`config.mk`:
```
export PLATFORM = sky130hd
export DESIGN_NAME = irq_aggregator
export DESIGN_NICKNAME = d
export VERILOG_FILES = /design/src/rtl/irq_aggregator.sv
export SDC_FILE = /design/constraint.sdc
export NUM_CORES = 1
export LEC_CHECK = 0
export CAP_MARGIN = 10
export CELL_PAD_IN_SITES_DETAIL_PLACEMENT = 0
export CELL_PAD_IN_SITES_GLOBAL_PLACEMENT = 2
export CORE_UTILIZATION = 14
export DETAILED_ROUTE_END_ITERATION = 8
export PLACE_DENSITY_LB_ADDON = 0.1
export SLEW_MARGIN = 20
export SYNTH_ARGS = -nofsm -noshare
export SYNTH_HDL_FRONTEND = slang
export SYNTH_SLANG_ARGS = --single-unit
```
`constraint.sdc`:
```
create_clock -name clk -period 1.86 [get_ports clk]
set_clock_uncertainty 0.15 [all_clocks]
set_input_delay 0.186 -clock clk [delete_from_list [all_inputs] [get_ports clk]]
set_output_delay 0.186 -clock clk [all_outputs]
set_load 0.005 [all_outputs]
```
`src/rtl/irq_aggregator.sv`:
```
module irq_aggregator #(
  parameter int DW = 32,
  parameter int AW = 3
) (
  input  logic          clk,
  input  logic          rst_n,
  input  logic          wr_en,
  input  logic [AW-1:0] wr_addr,
  input  logic [DW-1:0] wr_data,
  input  logic [AW-1:0] rd_addr,
  output logic [DW-1:0] rd_data,
  input  logic          ev_done,
  input  logic          ev_dtf,
  input  logic          ev_certf,
  input  logic          ev_bus_err,
  input  logic          src_on,
  output logic          irq
);
  localparam int NFLAG = 3;
  localparam int NTOP  = 2;
  localparam logic [AW-1:0] SEL_CTL  = AW'(0);
  localparam logic [AW-1:0] SEL_FLG  = AW'(1);
  localparam logic [AW-1:0] SEL_TOP  = AW'(2);
  localparam logic [AW-1:0] SEL_MSK  = AW'(3);
  localparam logic [AW-1:0] SEL_UNM  = AW'(4);
  localparam logic [AW-1:0] SEL_SETM = AW'(5);

  logic [NFLAG-1:0] en_q, flag_q, en_d, flag_d, flag_set, flag_clr;
  logic [NTOP-1:0]  top_q, mask_q, top_d, mask_d, top_w1c;
  logic             recalc;

  wire ctl_wr  = wr_en && (wr_addr == SEL_CTL);
  wire top_wr  = wr_en && (wr_addr == SEL_TOP);
  wire unm_wr  = wr_en && (wr_addr == SEL_UNM);
  wire setm_wr = wr_en && (wr_addr == SEL_SETM);
  wire unused_wdata = ^wr_data[DW-1:2*NFLAG];

  assign flag_set = {ev_certf & src_on, ev_dtf & src_on, ev_done};
  assign flag_clr = ctl_wr ? wr_data[2*NFLAG-1:NFLAG] : '0;
  assign flag_d   = (flag_q & ~flag_clr) | flag_set;
  assign en_d     = ctl_wr ? wr_data[NFLAG-1:0] : en_q;
  assign recalc   = ctl_wr | (|flag_set);
  assign top_w1c  = top_wr ? wr_data[NTOP-1:0] : '0;

  assign top_d[0] = recalc ? |(flag_d & en_d) : (top_q[0] & ~top_w1c[0]);
  assign top_d[1] = ev_bus_err | (top_q[1] & ~top_w1c[1]);

  always_comb begin
    mask_d = mask_q;
    if (unm_wr)       mask_d = mask_q & ~wr_data[NTOP-1:0];
    else if (setm_wr) mask_d = mask_q | wr_data[NTOP-1:0];
  end

  always_ff @(posedge clk or negedge rst_n) begin
    if (!rst_n) begin
      en_q   <= '0;
      flag_q <= '0;
      top_q  <= '0;
      mask_q <= '1;
      irq    <= 1'b0;
    end else begin
      en_q   <= en_d;
      flag_q <= flag_d;
      top_q  <= top_d;
      mask_q <= mask_d;
      irq    <= |(top_d & ~mask_d);
    end
  end

  always_comb begin
    rd_data = '0;
    case (rd_addr)
      SEL_CTL: rd_data[NFLAG-1:0] = en_q;
      SEL_FLG: begin
        rd_data[0] = flag_q[0];
        rd_data[1] = flag_q[1];
        rd_data[3] = flag_q[2];
      end
      SEL_TOP: rd_data[NTOP-1:0] = top_q;
      SEL_MSK: rd_data[NTOP-1:0] = mask_q;
      default: rd_data = '0;
    endcase
  end
endmodule

```
==> flow_summary_export.csv <==
group,metric,value,unit
outcome,status,"complete, no violations",
clock_network,cts_tree,"built",
detailed_routing,drtIter0Drc,31,
final_layout,final_cell_area,1210,um^2
synth,synth_top_area_share,27.9,%
global_route,grt_pass1_vias,689,
sta,worst-slew-pin-transition,0.521,ns
sta,drv_slew,0,
final_layout,most-common-layout-cells,"28 x conb_1, 16 x buf_4, 15 x clkdlybuf4s50_1",
power,swShare,26.4,%
floorplan,die-area,6070,um^2
hold_path,hold_path.class,"input pin to async pin",
detailed_routing,wl_per_cell,10.7,um
power,power_leakage,0.545,nW
floorplan,die_h,77.9,um
floorplan,die_x,77.9,um
synth,netlist_area,807,um^2
critical_path,crit_arrival,1.47,ns
floorplan,start_util,14.6,%
critical_path,cp_max_fo,2,
critical_path,critPathKind,"flop to output pin",
floorplan,io_pins,79,
synth,yosysWarnings,0,
power,power.switching,0.201,mW
detailed_routing,vias_per_cell,3.40,
synth,yosys.area.top_type,"dfrtp_1",
final_layout,fillers,641,
clock_network,ctsHoldBuffers,0,
global_route,grt_usage,7.63,%
detailed_routing,wirelength,2.15,mm
place,portBuffers,24,
global_route,grt_pass1_wl,3.45,mm
place,place_ws,-0.438,ns
clock_network,clockBufferDepth,2,
sta,fmax,555,MHz
floorplan,core,5540,um^2
place,place.gp.congestion,0.683,
synth,seq_area_frac_synth,34.4,%
sta,period_minus_slack,1.80,ns
detailed_routing,first_pass_iters,4,
clock_network,clk_pin_slew,0.05,ns
sta,max_slew_margin,65.2,%
clock_network,cts_buffers,3,
power,vdd_drop_max,0.179,mV
sta,fin_hold_ws,0.141,ns
detailed_routing,num_vias,684,
final_layout,drive_gt1_share,24.0,%
final_layout,final_common_cell,"conb_1",
power,power_frac_seq,39.7,%
sta,final-setup-viol-count,0,
final_layout,final_core_util,21.9,%
clock_network,clock_latency,0.24,ns
sta,rsz0062_at_grt,"false",
detailed_routing,drc,0,
power,power,0.759,mW
place,placed_cell_area,1140,um^2
synth,ys_seq_elements,11,
synth,ys_types,28,
global_route,antenna_found_initial,0,
place,hpwl,1.85,mm
floorplan,rows,27,
clock_network,cts_sinks,11,
detailed_routing,ant_nets,0,
run,drv_cap,0,
sta,finalWorstSetupSlack,0.0574,ns
clock_network,clockRootBuffer,"clkbuf_8",
critical_path,cp-end-kind,"output pin",
synth,syn_inst,85,
global_route,grt-ovfl-total,0,
power,power_frac_comb,28.5,%
final_layout,diodes,0,
sta,finalHoldViolations,0,
power,power_density,624,nW/um^2
global_route,grt_max_degree,12,
final_layout,finalNetCount,176,
synth,avgSynthCellArea,9.49,um^2
power,p_int,0.558,mW
synth,synthTopCellsByArea,"dfrtp_1 28%, buf_4 26%, dfstp_2 6.5%, nand2_1 6.5%, mux4_2 5.6%",
critical_path,start_kind,"flop",
sta,min_period_over_period,96.9,%
critical_path,worstPathRequired,1.52,ns
power,p_clk_share,31.8,%
clock_network,htreeDepth,1,
final_layout,area_growth,50.5,%
## worst max-delay path: stages (launching register included)
cell,delay (ns)
dfrtp_1,0.38
mux4_2,0.45
nor2b_1,0.14
dlygate4sd2_1,0.26
## path summary, 6_finish.rpt
check                                    startpoint                   to  slack, ns  cells after the start
min in group clk                         wr_addr[2]  flag_q[2]$_DFF_PN0_       0.35                      3
worst max register to register  flag_q[1]$_DFF_PN0_        irq$_DFF_PN0_       0.30                      6
worst min-delay path                          rst_n  flag_q[0]$_DFF_PN0_       0.14                      1
worst max-delay path             top_q[1]$_DFF_PN0_           rd_data[1]       0.06                      3
worst min register to register    en_q[2]$_DFF_PN0_    en_q[2]$_DFF_PN0_       0.37                      2
max in group asynchronous                     rst_n  mask_q[1]$_DFF_PN1_       1.05                      1
## sequential cells by signal, indices dropped and copies added (netlist names)
register / cells
top_q: 2
flag_q: 3
irq: 1
mask_q: 2
en_q: 3
## through the flow
step,std cells,setup TNS (ns)
global placement,195,-1.87
floorplan,112,0
detailed placement,195,-1.98
global route,201,0
CTS,201,0
finish,201,0
## metal layers
| layer | global-route usage, % | routed length, um | part of all wire (%) | vias to the layer above |
|---|---|---|---|---|
| met5 | 0 | 0 | 0 | - |
| met4 | 4.44 | 51 | 2.4 | 0 |
| met3 | 1.65 | 146 | 6.8 | 5 |
| met2 | 12.6 | 1050 | 49 | 37 |
| met1 | 9.10 | 907 | 42 | 317 |
| li1 | - | - | - | 325 |
## power by group through the flow
| stage | logic [mW] | clock network (mW) | registers [mW] |
|---|---|---|---|
| global placement | 0.216 | 0 | 0.308 |
| detailed placement | 0.212 | 0 | 0.306 |
| CTS | 0.214 | 0.252 | 0.301 |
| finish | 0.216 | 0.241 | 0.301 |
| global route | 0.241 | 0.265 | 0.308 |
| floorplan | 0.135 | 0 | 0.298 |
## cell families (layout without fill, tap and decap cells)
family / Yosys count / in the layout / share of synthesized area [%]
AOI/OAI and AO/OA: 11 / 11 / 10.5
other: 1 / 28 / 0.465
DFF: 11 / 11 / 34.4
buffers and inverters: 30 / 47 / 27.0
muxes: 4 / 4 / 8.37
and+or+nand+nor: 28 / 28 / 19.2
## area by class of cell
| class | count | area [um^2] | area share, % |
|---|---|---|---|
| Inverter | 2 | 7.51 | 0.618 |
| Tap cell | 72 | 90.1 | 7.42 |
| Clock buffer | 4 | 45.0 | 3.71 |
| Timing Repair Buffer | 41 | 368 | 30.3 |
| Multi-Input combinational cell | 71 | 427 | 35.1 |
| Sequential cell | 11 | 278 | 22.9 |
## Yosys cell counts
library cell   n
a31oi_1        1
and3b_1        1
mux4_2         2
o21ai_0        2
and2_1         1
inv_1          2
o22ai_1        1
mux2_2         2
nor4b_2        1
conb_1         1
a221o_1        1
buf_4         28
a211o_1        1
nand2_1       14
nand3_1        1
dfrtp_1        9
dfstp_2        2
nor4b_1        1
a211oi_1       1
nor3_1         1
nor2_1         2
nor2b_1        4
nor3b_1        1
o32ai_1        1
a21oi_1        1
a22oi_1        1
a221oi_2       1
or4b_4         1
## repair_timing
action                                  in CTS  in global routing
resized for setup                           10                  5
pin swaps                                    5                  4
setup buffers                                2                  0
endpoints found under the setup margin       6                  2
Note: power is estimated with default switching activity, not from simulation.
